==> src/rtl/inj_pkg.sv <==
`timescale 1ns/1ps
package inj_pkg;
  localparam int REG_W   = 32;
  localparam int ROW_W   = 18;
  localparam int COL_W   = 10;
  localparam int BANK_W  = 2;
  localparam int GRP_W   = 2;
  localparam int RANK_W  = 2;
  localparam int LRANK_W = 3;
  localparam int CH_W    = 1;

  // target word A: row | col | bank | group, row at the bottom
  localparam int COL_LSB  = ROW_W;
  localparam int BANK_LSB = COL_LSB + COL_W;
  localparam int GRP_LSB  = BANK_LSB + BANK_W;
  localparam int CA_W     = GRP_LSB + GRP_W;

  // target word B: rank | logical rank | channel, then mode and enable
  localparam int LRANK_LSB = RANK_W;
  localparam int CH_LSB    = LRANK_LSB + LRANK_W;
  localparam int CB_W      = CH_LSB + CH_W;
  localparam int MODE_BIT  = 6;
  localparam int EN_BIT    = 8;

  // flip pattern split: positions below SPLIT live in the low word
  localparam int SPLIT = 31;
  localparam logic [7:0] ARM_CODE = 8'hFF;

  // register indices
  localparam int REG_MATCH_A   = 0;
  localparam int REG_MATCH_B   = 1;
  localparam int REG_MASK_A    = 2;
  localparam int REG_MASK_B    = 3;
  localparam int REG_LANE0     = 4;
  localparam int REGS_PER_LANE = 3;

  typedef logic [CA_W-1:0] coord_a_t;
  typedef logic [CB_W-1:0] coord_b_t;

  typedef struct packed {
    logic     en;
    logic     mode;
    coord_b_t coords;
  } match_b_t;
endpackage

==> src/rtl/inj_cfg_regs.sv <==
`timescale 1ns/1ps
module inj_cfg_regs
  import inj_pkg::*;
#(
  parameter int NUM_LANES = 2,
  parameter int CFG_AW    = 4
) (
  input  logic                               clk,
  input  logic                               rst,
  input  logic                               cfg_we,
  input  logic [CFG_AW-1:0]                  cfg_addr,
  input  logic [REG_W-1:0]                   cfg_wdata,
  input  logic                               oneshot_hit,
  output coord_a_t                           match_a,
  output coord_a_t                           mask_a,
  output match_b_t                           match_b,
  output coord_b_t                           mask_b,
  output logic [NUM_LANES-1:0][7:0]          lane_ctrl,
  output logic [NUM_LANES-1:0][SPLIT-1:0]    flip_lo,
  output logic [NUM_LANES-1:0][REG_W-1:0]    flip_hi
);
  logic wr_a, wr_b, wr_ka, wr_kb;

  assign wr_a  = cfg_we && (cfg_addr == CFG_AW'(REG_MATCH_A));
  assign wr_b  = cfg_we && (cfg_addr == CFG_AW'(REG_MATCH_B));
  assign wr_ka = cfg_we && (cfg_addr == CFG_AW'(REG_MASK_A));
  assign wr_kb = cfg_we && (cfg_addr == CFG_AW'(REG_MASK_B));

  always_ff @(posedge clk) begin
    if (rst) begin
      match_a <= '0;
      mask_a  <= '0;
      match_b <= '0;
      mask_b  <= '0;
    end else begin
      if (wr_a)  match_a <= cfg_wdata[CA_W-1:0];
      if (wr_ka) mask_a  <= cfg_wdata[CA_W-1:0];
      if (wr_kb) mask_b  <= cfg_wdata[CB_W-1:0];
      if (wr_b) begin
        match_b.en     <= cfg_wdata[EN_BIT];
        match_b.mode   <= cfg_wdata[MODE_BIT];
        match_b.coords <= cfg_wdata[CB_W-1:0];
      end else if (oneshot_hit && !match_b.mode) begin
        match_b.en <= 1'b0;
      end
    end
  end

  for (genvar l = 0; l < NUM_LANES; l++) begin : g_lane_regs
    localparam int CTRL_IDX = REG_LANE0 + REGS_PER_LANE * l;
    logic wr_ctrl, wr_lo, wr_hi;
    assign wr_ctrl = cfg_we && (cfg_addr == CFG_AW'(CTRL_IDX));
    assign wr_lo   = cfg_we && (cfg_addr == CFG_AW'(CTRL_IDX + 1));
    assign wr_hi   = cfg_we && (cfg_addr == CFG_AW'(CTRL_IDX + 2));

    always_ff @(posedge clk) begin
      if (rst) begin
        lane_ctrl[l] <= '0;
        flip_lo[l]   <= '0;
        flip_hi[l]   <= '0;
      end else begin
        if (wr_ctrl) lane_ctrl[l] <= cfg_wdata[7:0];
        if (wr_lo)   flip_lo[l]   <= cfg_wdata[SPLIT-1:0];
        if (wr_hi)   flip_hi[l]   <= cfg_wdata;
      end
    end
  end

  // one-shot mode drops the enable after a hit
  p_oneshot_clear_r9: assert property (@(posedge clk) disable iff (rst)
    (oneshot_hit && !match_b.mode && !wr_b) |=> !match_b.en);

  // persistent mode keeps the enable across hits
  p_persist_keep_r9: assert property (@(posedge clk) disable iff (rst)
    (oneshot_hit && match_b.mode && !wr_b) |=> match_b.en);

  // a target-B write beats the self-clear
  p_cfg_wins_r10: assert property (@(posedge clk) disable iff (rst)
    wr_b |=> (match_b.en == $past(cfg_wdata[EN_BIT])));
endmodule

==> src/rtl/inj_match.sv <==
`timescale 1ns/1ps
module inj_match
  import inj_pkg::*;
(
  input  coord_a_t coord_a,
  input  coord_b_t coord_b,
  input  coord_a_t match_a,
  input  coord_a_t mask_a,
  input  match_b_t match_b,
  input  coord_b_t mask_b,
  output logic     hit
);
  coord_a_t diff_a;
  coord_b_t diff_b;

  always_comb begin
    diff_a = (coord_a ^ match_a) & ~mask_a;
    diff_b = (coord_b ^ match_b.coords) & ~mask_b;
    hit    = match_b.en && (diff_a == '0) && (diff_b == '0);
  end
endmodule

==> src/rtl/inj_lane_flip.sv <==
`timescale 1ns/1ps
module inj_lane_flip
  import inj_pkg::*;
#(
  parameter int LANE_W = 64
) (
  input  logic [LANE_W-1:0] lane_in,
  input  logic [7:0]        ctrl,
  input  logic [SPLIT-1:0]  flip_lo,
  input  logic [REG_W-1:0]  flip_hi,
  output logic [LANE_W-1:0] lane_out
);
  localparam int PAT_W = SPLIT + REG_W;

  logic [PAT_W-1:0]  full_pat;
  logic [LANE_W-1:0] pattern;
  logic              armed;

  assign full_pat = {flip_hi, flip_lo};
  assign armed    = (ctrl == ARM_CODE);

  if (LANE_W > PAT_W) begin : g_pad
    assign pattern = {{(LANE_W - PAT_W){1'b0}}, full_pat};
  end else begin : g_trim
    assign pattern = full_pat[LANE_W-1:0];
  end

  assign lane_out = armed ? (lane_in ^ pattern) : lane_in;
endmodule

==> src/rtl/inj_ecc_wr_corrupt.sv <==
`timescale 1ns/1ps
module inj_ecc_wr_corrupt
  import inj_pkg::*;
#(
  parameter int NUM_LANES = 2,
  parameter int LANE_W    = 64,
  parameter int CFG_AW    = $clog2(REG_LANE0 + REGS_PER_LANE * NUM_LANES)
) (
  input  logic                          clk,
  input  logic                          rst,
  input  logic                          cfg_we,
  input  logic [CFG_AW-1:0]             cfg_addr,
  input  logic [REG_W-1:0]              cfg_wdata,
  input  logic                          in_valid,
  input  logic [ROW_W-1:0]              in_row,
  input  logic [COL_W-1:0]              in_col,
  input  logic [BANK_W-1:0]             in_bank,
  input  logic [GRP_W-1:0]              in_grp,
  input  logic [RANK_W-1:0]             in_rank,
  input  logic [LRANK_W-1:0]            in_lrank,
  input  logic [CH_W-1:0]               in_chan,
  input  logic [NUM_LANES*LANE_W-1:0]   in_data,
  output logic                          out_valid,
  output logic                          out_hit,
  output logic [NUM_LANES*LANE_W-1:0]   out_data
);
  localparam int DATA_W = NUM_LANES * LANE_W;

  coord_a_t match_a, mask_a;
  coord_b_t mask_b;
  match_b_t match_b;
  logic [NUM_LANES-1:0][7:0]       lane_ctrl;
  logic [NUM_LANES-1:0][SPLIT-1:0] flip_lo;
  logic [NUM_LANES-1:0][REG_W-1:0] flip_hi;

  coord_a_t          coord_a;
  coord_b_t          coord_b;
  logic              hit_raw;
  logic              hit;
  logic [DATA_W-1:0] flipped;

  assign coord_a = {in_grp, in_bank, in_col, in_row};
  assign coord_b = {in_chan, in_lrank, in_rank};
  assign hit     = in_valid && hit_raw;

  inj_cfg_regs #(.NUM_LANES(NUM_LANES), .CFG_AW(CFG_AW)) u_regs (
    .clk         (clk),
    .rst         (rst),
    .cfg_we      (cfg_we),
    .cfg_addr    (cfg_addr),
    .cfg_wdata   (cfg_wdata),
    .oneshot_hit (hit),
    .match_a     (match_a),
    .mask_a      (mask_a),
    .match_b     (match_b),
    .mask_b      (mask_b),
    .lane_ctrl   (lane_ctrl),
    .flip_lo     (flip_lo),
    .flip_hi     (flip_hi)
  );

  inj_match u_match (
    .coord_a (coord_a),
    .coord_b (coord_b),
    .match_a (match_a),
    .mask_a  (mask_a),
    .match_b (match_b),
    .mask_b  (mask_b),
    .hit     (hit_raw)
  );

  for (genvar l = 0; l < NUM_LANES; l++) begin : g_lane
    inj_lane_flip #(.LANE_W(LANE_W)) u_flip (
      .lane_in  (in_data[l*LANE_W +: LANE_W]),
      .ctrl     (lane_ctrl[l]),
      .flip_lo  (flip_lo[l]),
      .flip_hi  (flip_hi[l]),
      .lane_out (flipped[l*LANE_W +: LANE_W])
    );
  end

  always_ff @(posedge clk) begin
    if (rst) begin
      out_valid <= 1'b0;
      out_hit   <= 1'b0;
      out_data  <= '0;
    end else begin
      out_valid <= in_valid;
      out_hit   <= hit;
      out_data  <= hit ? flipped : in_data;
    end
  end

  // disabled target never reports a hit
  p_disabled_no_hit_r2: assert property (@(posedge clk) disable iff (rst)
    !match_b.en |=> !out_hit);

  // fully masked coordinates always hit while enabled
  p_mask_all_r4: assert property (@(posedge clk) disable iff (rst)
    (in_valid && match_b.en && (&mask_a) && (&mask_b)) |=> out_hit);

  // non-hitting traffic is untouched one cycle later
  p_passthru_r7: assert property (@(posedge clk) disable iff (rst)
    !hit |=> (out_data == $past(in_data)));

  // one-cycle registered handshake
  p_valid_follow_r8: assert property (@(posedge clk) disable iff (rst)
    in_valid |=> out_valid);
  p_idle_quiet_r8: assert property (@(posedge clk) disable iff (rst)
    !in_valid |=> (!out_valid && !out_hit));
endmodule

==> config.mk <==
export PLATFORM = sky130hd
export DESIGN_NAME = inj_ecc_wr_corrupt
export DESIGN_NICKNAME = d
export VERILOG_FILES = /design/src/rtl/inj_pkg.sv /design/src/rtl/inj_cfg_regs.sv /design/src/rtl/inj_match.sv /design/src/rtl/inj_lane_flip.sv /design/src/rtl/inj_ecc_wr_corrupt.sv
export SDC_FILE = /design/constraint.sdc
export NUM_CORES = 1
export LEC_CHECK = 0
export BUFFER_PORTS_ARGS = -buffer_cell sky130_fd_sc_hd__buf_2
export CAP_MARGIN = 20
export CORE_MARGIN = 5
export CORE_UTILIZATION = 26
export CTS_CLUSTER_SIZE = 12
export DETAILED_ROUTE_END_ITERATION = 10
export SLEW_MARGIN = 20
export SYNTH_ARGS = -nofsm -noshare
export SYNTH_HDL_FRONTEND = slang
export SYNTH_SLANG_ARGS = --single-unit
==> constraint.sdc <==
create_clock -name clk -period 2.5 [get_ports clk]
set_input_delay 0.5 -clock clk [delete_from_list [all_inputs] [get_ports clk]]
set_output_delay 0.5 -clock clk [all_outputs]
set_load 0.1 [all_outputs]
# Word level (Yosys, flattened, before mapping)
# Index checks and enable logic that the tools add are counted.
# classes
muxes	5
reduce_logical	19
bitwise_logic	8
n_eq_ne	11
# ops
op	count
128-bit two-way mux	1
64-bit two-way mux	2
64-bit by 63-bit bitwise XOR with 64-bit output	2
32-bit AND	1
32-bit logical NOT	1
32-bit NOT	1
32-bit bitwise XOR	1
4-bit by 3-bit equality test with 1-bit output (second input constant)	4
8-bit equality test (second input constant)	2
1-bit logical AND	14
4-bit by 2-bit equality test with 1-bit output (second input constant)	2
4-bit equality test (second input constant)	2
6-bit AND	1
6-bit logical NOT	1
6-bit NOT	1
6-bit bitwise XOR	1
4-bit by 1-bit equality test with 1-bit output (second input constant)	1
4-bit logical NOT	1
1-bit two-way mux	2
2-bit nonzero test	1
1-bit logical NOT	1
# totals
input_bits	206
register_bits	350
word_cells	58
out_inout_bits	130

# Depth between registers and ports, before layout
# logic_depth
depth_word	9
ltp_mapped	9
depth_no_buf	6

# Modules after synthesis
# Synthesis repeated with hierarchy kept, for this count alone.
# unflattened
hier_cells	1832
area_unflattened_um2	17889.7
# by_module_without_submodules
module	seq_area_each_um2	cells_each	area_each_um2	n_inst
inj_cfg_regs	4404.2	766	8597.0	1
inj_ecc_wr_corrupt	2602.5	589	5645.4	1
inj_lane_flip	0.0	204	1567.8	2
inj_match	0.0	69	511.7	1

# Least setup slack after synthesis
# Ideal clock, no wire load.
# synth_path
kind	input-to-reg
start	input port in_row[15]
end	register out_data[100]
stages	9
path_slack_ns	0.409
arrival_time_ns	1.968
n_path_buf	3
setup_ns	0.123
t_required_ns	2.377
path_cell_list	xnor2_1 -> o22ai_1 -> nor4_1 -> and4_1 -> buf_4 -> buf_6 -> buf_6 -> nand4_1 -> mux2_1
# synth_between
elab_chain_cells	7
# synth_rtl
item	line	rtl
start: declaration	inj_ecc_wr_corrupt.sv:15	input logic [ROW_W-1:0] in_row,
32-bit bitwise XOR	inj_match.sv:17	diff_a = (coord_a ^ match_a) & ~mask_a;
32-bit AND	inj_match.sv:17	
32-bit logical NOT	inj_match.sv:19	hit = match_b.en && (diff_a == '0) && (diff_b == '0);
1-bit logical AND (2 in a row)	inj_match.sv:19	
1-bit logical AND	inj_ecc_wr_corrupt.sv:44	assign hit = in_valid && hit_raw;
128-bit two-way mux	inj_ecc_wr_corrupt.sv:90	out_data <= hit ? flipped : in_data;
end signal: assignment	inj_ecc_wr_corrupt.sv:90	
end: declaration	inj_ecc_wr_corrupt.sv:25	output logic [NUM_LANES*LANE_W-1:0] out_data
# Every way passes these cells.
# A chain may end at the register's enable or synchronous reset.

# Final worst setup path
# layout_path
start	register u_regs.match_a[15]
end	register out_data[39]
# layout_between
elab_chain_cells	7
# layout_rtl
item	line	rtl
start: declaration	inj_cfg_regs.sv:14	output coord_a_t match_a,
start signal: assignment	inj_cfg_regs.sv:36	if (wr_a) match_a <= cfg_wdata[CA_W-1:0];
32-bit bitwise XOR	inj_match.sv:17	
32-bit AND	inj_match.sv:17	
32-bit logical NOT	inj_match.sv:19	
1-bit logical AND (2 in a row)	inj_match.sv:19	
1-bit logical AND	inj_ecc_wr_corrupt.sv:44	
128-bit two-way mux	inj_ecc_wr_corrupt.sv:90	
# Every way passes these cells.

==> metrics.txt <==
result of the run completed; initial core utilization around a quarter; via count of the first global-routing pass around 13,000; cell taking the most area after synthesis sky130_fd_sc_hd__dfxtp_1; number of register bits inferred by synthesis 350; Avg Cell Area, Syn 8.370 µm²; Detail Placement HPWL 38.04 mm; nature of the critical path startpoint flop; TritonCTS Sinks 350; top area cells in the synthesized netlist sky130_fd_sc_hd__dfxtp_1 48%, sky130_fd_sc_hd__nand2_1 10%, sky130_fd_sc_hd__mux2_2 7.4%; fraction of the yosys area taken by sequential cells roughly 48%; standard cell with the maximum stage delay on the critical path sky130_fd_sc_hd__nor4_2; antenna violations before repair 6; startpoint-to-endpoint class of the critical path flop to flop; worst path required time 2.94 ns; count of antenna-violating nets left after detailed routing 0; drt first-iter violations 1,019; total power divided by cell area approximately 730 nW/µm²; number of warnings printed during yosys synthesis 0; critical hold path startpoint in_data[63]; sw frac between 20 and 30%; Max H-tree Level 2; share of the synthesized area in compound gates (AO/OA/AOI/OAI) 8.105%; library cell with the highest instance count after synthesis sky130_fd_sc_hd__nand2_1; Fmax achieved about 420 MHz; share of synthesized area spent on multiplexers approximately 11%; total congestion overflow 0; I/O pin count 336; Worst Setup Slack, final between 0.1 and 0.15 ns; final non-filler cell total 2,841; path type of the worst min-delay path input pin to flop; WL final ~55 mm; Critical Path Sink Type flop; Total Negative Setup Slacks 0 ns; main combinational cell family by area after synthesis simple AND/OR/NAND/NOR gates; path depth of the worst reg2reg path 9; ordered list of cells on the worst path xnor2_1 -> o22ai_1 -> nor4_2 -> buf_4 -> and4_4 -> buf_4 -> buf_12 -> nand4_1 -> mux2_2; root buffer cell sky130_fd_sc_hd__clkbuf_16; reg-to-reg setup timing slack ~0.12 ns; Post-Synth Simple-Gate Area about a quarter; Max clock buf depth 3; max capacitance violation total 0; unrepaired setup endpoints after global routing false; number of buffers created by CTS just over 40; relative contribution of the clock network to total power approximately 44%; largest net degree at the start of global routing between 70 and 80; post-synth net total 1,960; cell family with the largest share of critical-path delay simple AND/OR/NAND/NOR gates; area growth from synthesis to layout 27.74%; IO buf count ~340; Layout Utilization between 30% and 40%; Critical R2R Launch u_regs.match_a[15]; overall die width approximately 250 µm; LEAKAGE 7.216 nW; parity-gate share of the synthesized area counting xor and xnor cells roughly 2.3%; area enclosed by the die boundary 61,320 µm²; worst hold slack 0.1583 ns; placement-stage cell area roughly 17,000 µm²; worst slack, placed -0.3133 ns; Worst-path clk slew 0.06 ns; net switching power figure slightly below 4 mW; number of instances in the synthesized netlist roughly 1,800; final hold violation count 0; row cnt 87; most frequent cells after synthesis 397 x sky130_fd_sc_hd__nand2_1, 350 x sky130_fd_sc_hd__dfxtp_1, 198 x sky130_fd_sc_hd__a21oi_1, 157 x sky130_fd_sc_hd__nor2_1, 131 x sky130_fd_sc_hd__nand4_1; top sig layer met4; post-synthesis instance area around 15,000 µm²; sequential share of power around 42%; CP max FO 49; count of cells along the worst hold path 2; largest stage delay on the critical path roughly 0.35 ns; total met2 wirelength after detailed routing approximately 26 mm; met3 layer wire length in the routed design 3.799 mm; routability cong. a little under 0.8; via density per instance between 4 and 5; cell count after placement about 2,800; count of TritonRoute iterations in the first routing pass 5; worst path bufs/invs 3; wire length of the first global-routing pass 79.25 mm; count of unique library cells instantiated by Yosys 29; final setup violation count 0; routed metal-1 wirelength approximately 23 mm; most used cell along the critical path sky130_fd_sc_hd__buf_4; Skew-Pair Late Insertion Delay 0.57 ns; post-synthesis async set-or-reset flop share 0%; finished layout cell area around 19,000 µm²; Peak VDD IR ~390 µV; fin nets about 2,300; final total power roughly 14 mW; routed wirelength normalized by instance count roughly 19 µm; Least-Margin Pin Slew roughly 0.73 ns; core outline area roughly 56,000 µm²; Relative slew margins 51.49%; total DRC errors in the routed layout 0; adder and majority cell fraction of the synthesized area 0%; overall global routing resource usage ~17%; number of flops mapped to enable cells by yosys 0; hold path endpoint out_data[63]; Logic pwr share 13.7%; height of the chip between 200 and 250 µm; area share of the leading cell type in the synthesized netlist a little under half; internal power summed over all cells 9.766 mW; most used flip-flop cell after synthesis sky130_fd_sc_hd__dfxtp_1; fraction of final layout cells sized beyond drive strength 1 27.53%; clock skew after layout 0.02178 ns; buffers inserted during post-CTS setup optimization 0; Critical Path AT between 2 and 3 ns; Final min period 2.384 ns; terminus of the critical flop-to-flop path out_data[39]; number of slew-limit violations in the final report 0; overall via count from detail_route between 10,000 and 15,000; TritonCTS clock tree done; period utilization roughly 95%
repair_timing:
item,in CTS,in global routing
hold buffers,0,0
endpoints found under the setup margin,52,48
pin swaps,0,1
resized for setup,1,1
worst max-delay path by stage:
stage                       start            end  cells past startpoint  slack (ns)
6_report       u_regs.match_a[15]   out_data[39]                      9        0.12
2_1_floorplan          in_row[15]  out_data[100]                      9        0.41
3_3_place_gp            in_row[8]    out_data[1]                     10       -0.32
4_1_cts         u_regs.match_a[8]   out_data[39]                      9        0.05
5_1_grt        u_regs.match_a[19]   out_data[33]                      9       0.002
3_5_place_dp            in_row[8]    out_data[1]                     10       -0.31
flip-flops by register name, summed over array words and instances (netlist names):
name	count
u_regs.flip_hi	64
out_hit	1
u_regs.flip_lo	62
u_regs.mask_b	6
out_data	128
u_regs.lane_ctrl	16
u_regs.match_a	32
out_valid	1
u_regs.match_b	8
u_regs.mask_a	32
power by group through the flow:
| stage | combinational (mW) | sequential, mW | clock, mW |
|---|---|---|---|
| 2_1_floorplan | 0.463 | 6.71 | 0 |
| 3_3_place_gp | 1.87 | 5.92 | 0 |
| 3_5_place_dp | 1.89 | 5.92 | 0 |
| 4_1_cts | 1.89 | 5.80 | 6.21 |
| 5_1_grt | 1.98 | 5.80 | 6.44 |
| 6_report | 1.88 | 5.79 | 6.06 |
final cells by class:
cell class	count	area (µm²)
clock buffer	56	1162
multi-input combinational	1259	7129
sequential	350	7007
tap	756	945.9
clock inverter	16	190.2
timing repair buffer	399	2305
antenna	4	10.01
fill	5880	37420
inverter	1	3.754
cells in the final DEF, fill, tap and decap left out, drive strengths merged, types with 4 or more instances in the layout:
cell type / count
buf: 399
mux2i: 22
nor2b: 130
diode: 4
clkinv: 9
o22ai: 29
clkbuf: 56
a21oi: 198
nor3b: 4
dfxtp: 350
nor4: 9
xnor2: 38
nand4: 131
mux2: 126
nand2: 397
nor2: 157
metal layers:
metal	vias up	global-route usage (%)
li1	6497	-
met1	6372	21.81
met2	423	28.40
met3	91	3.780
met4	0	6.266
met5	-	0
cell families after synthesis:
logic type / count (synthesis)
and+or+nand+nor: 844
xor gates and xnor gates: 38
muxes: 148
DFF: 350
AOI/OAI and AO/OA: 229
buffers and inverters: 145
No activity file was read; power rests on OpenSTA's default activity.
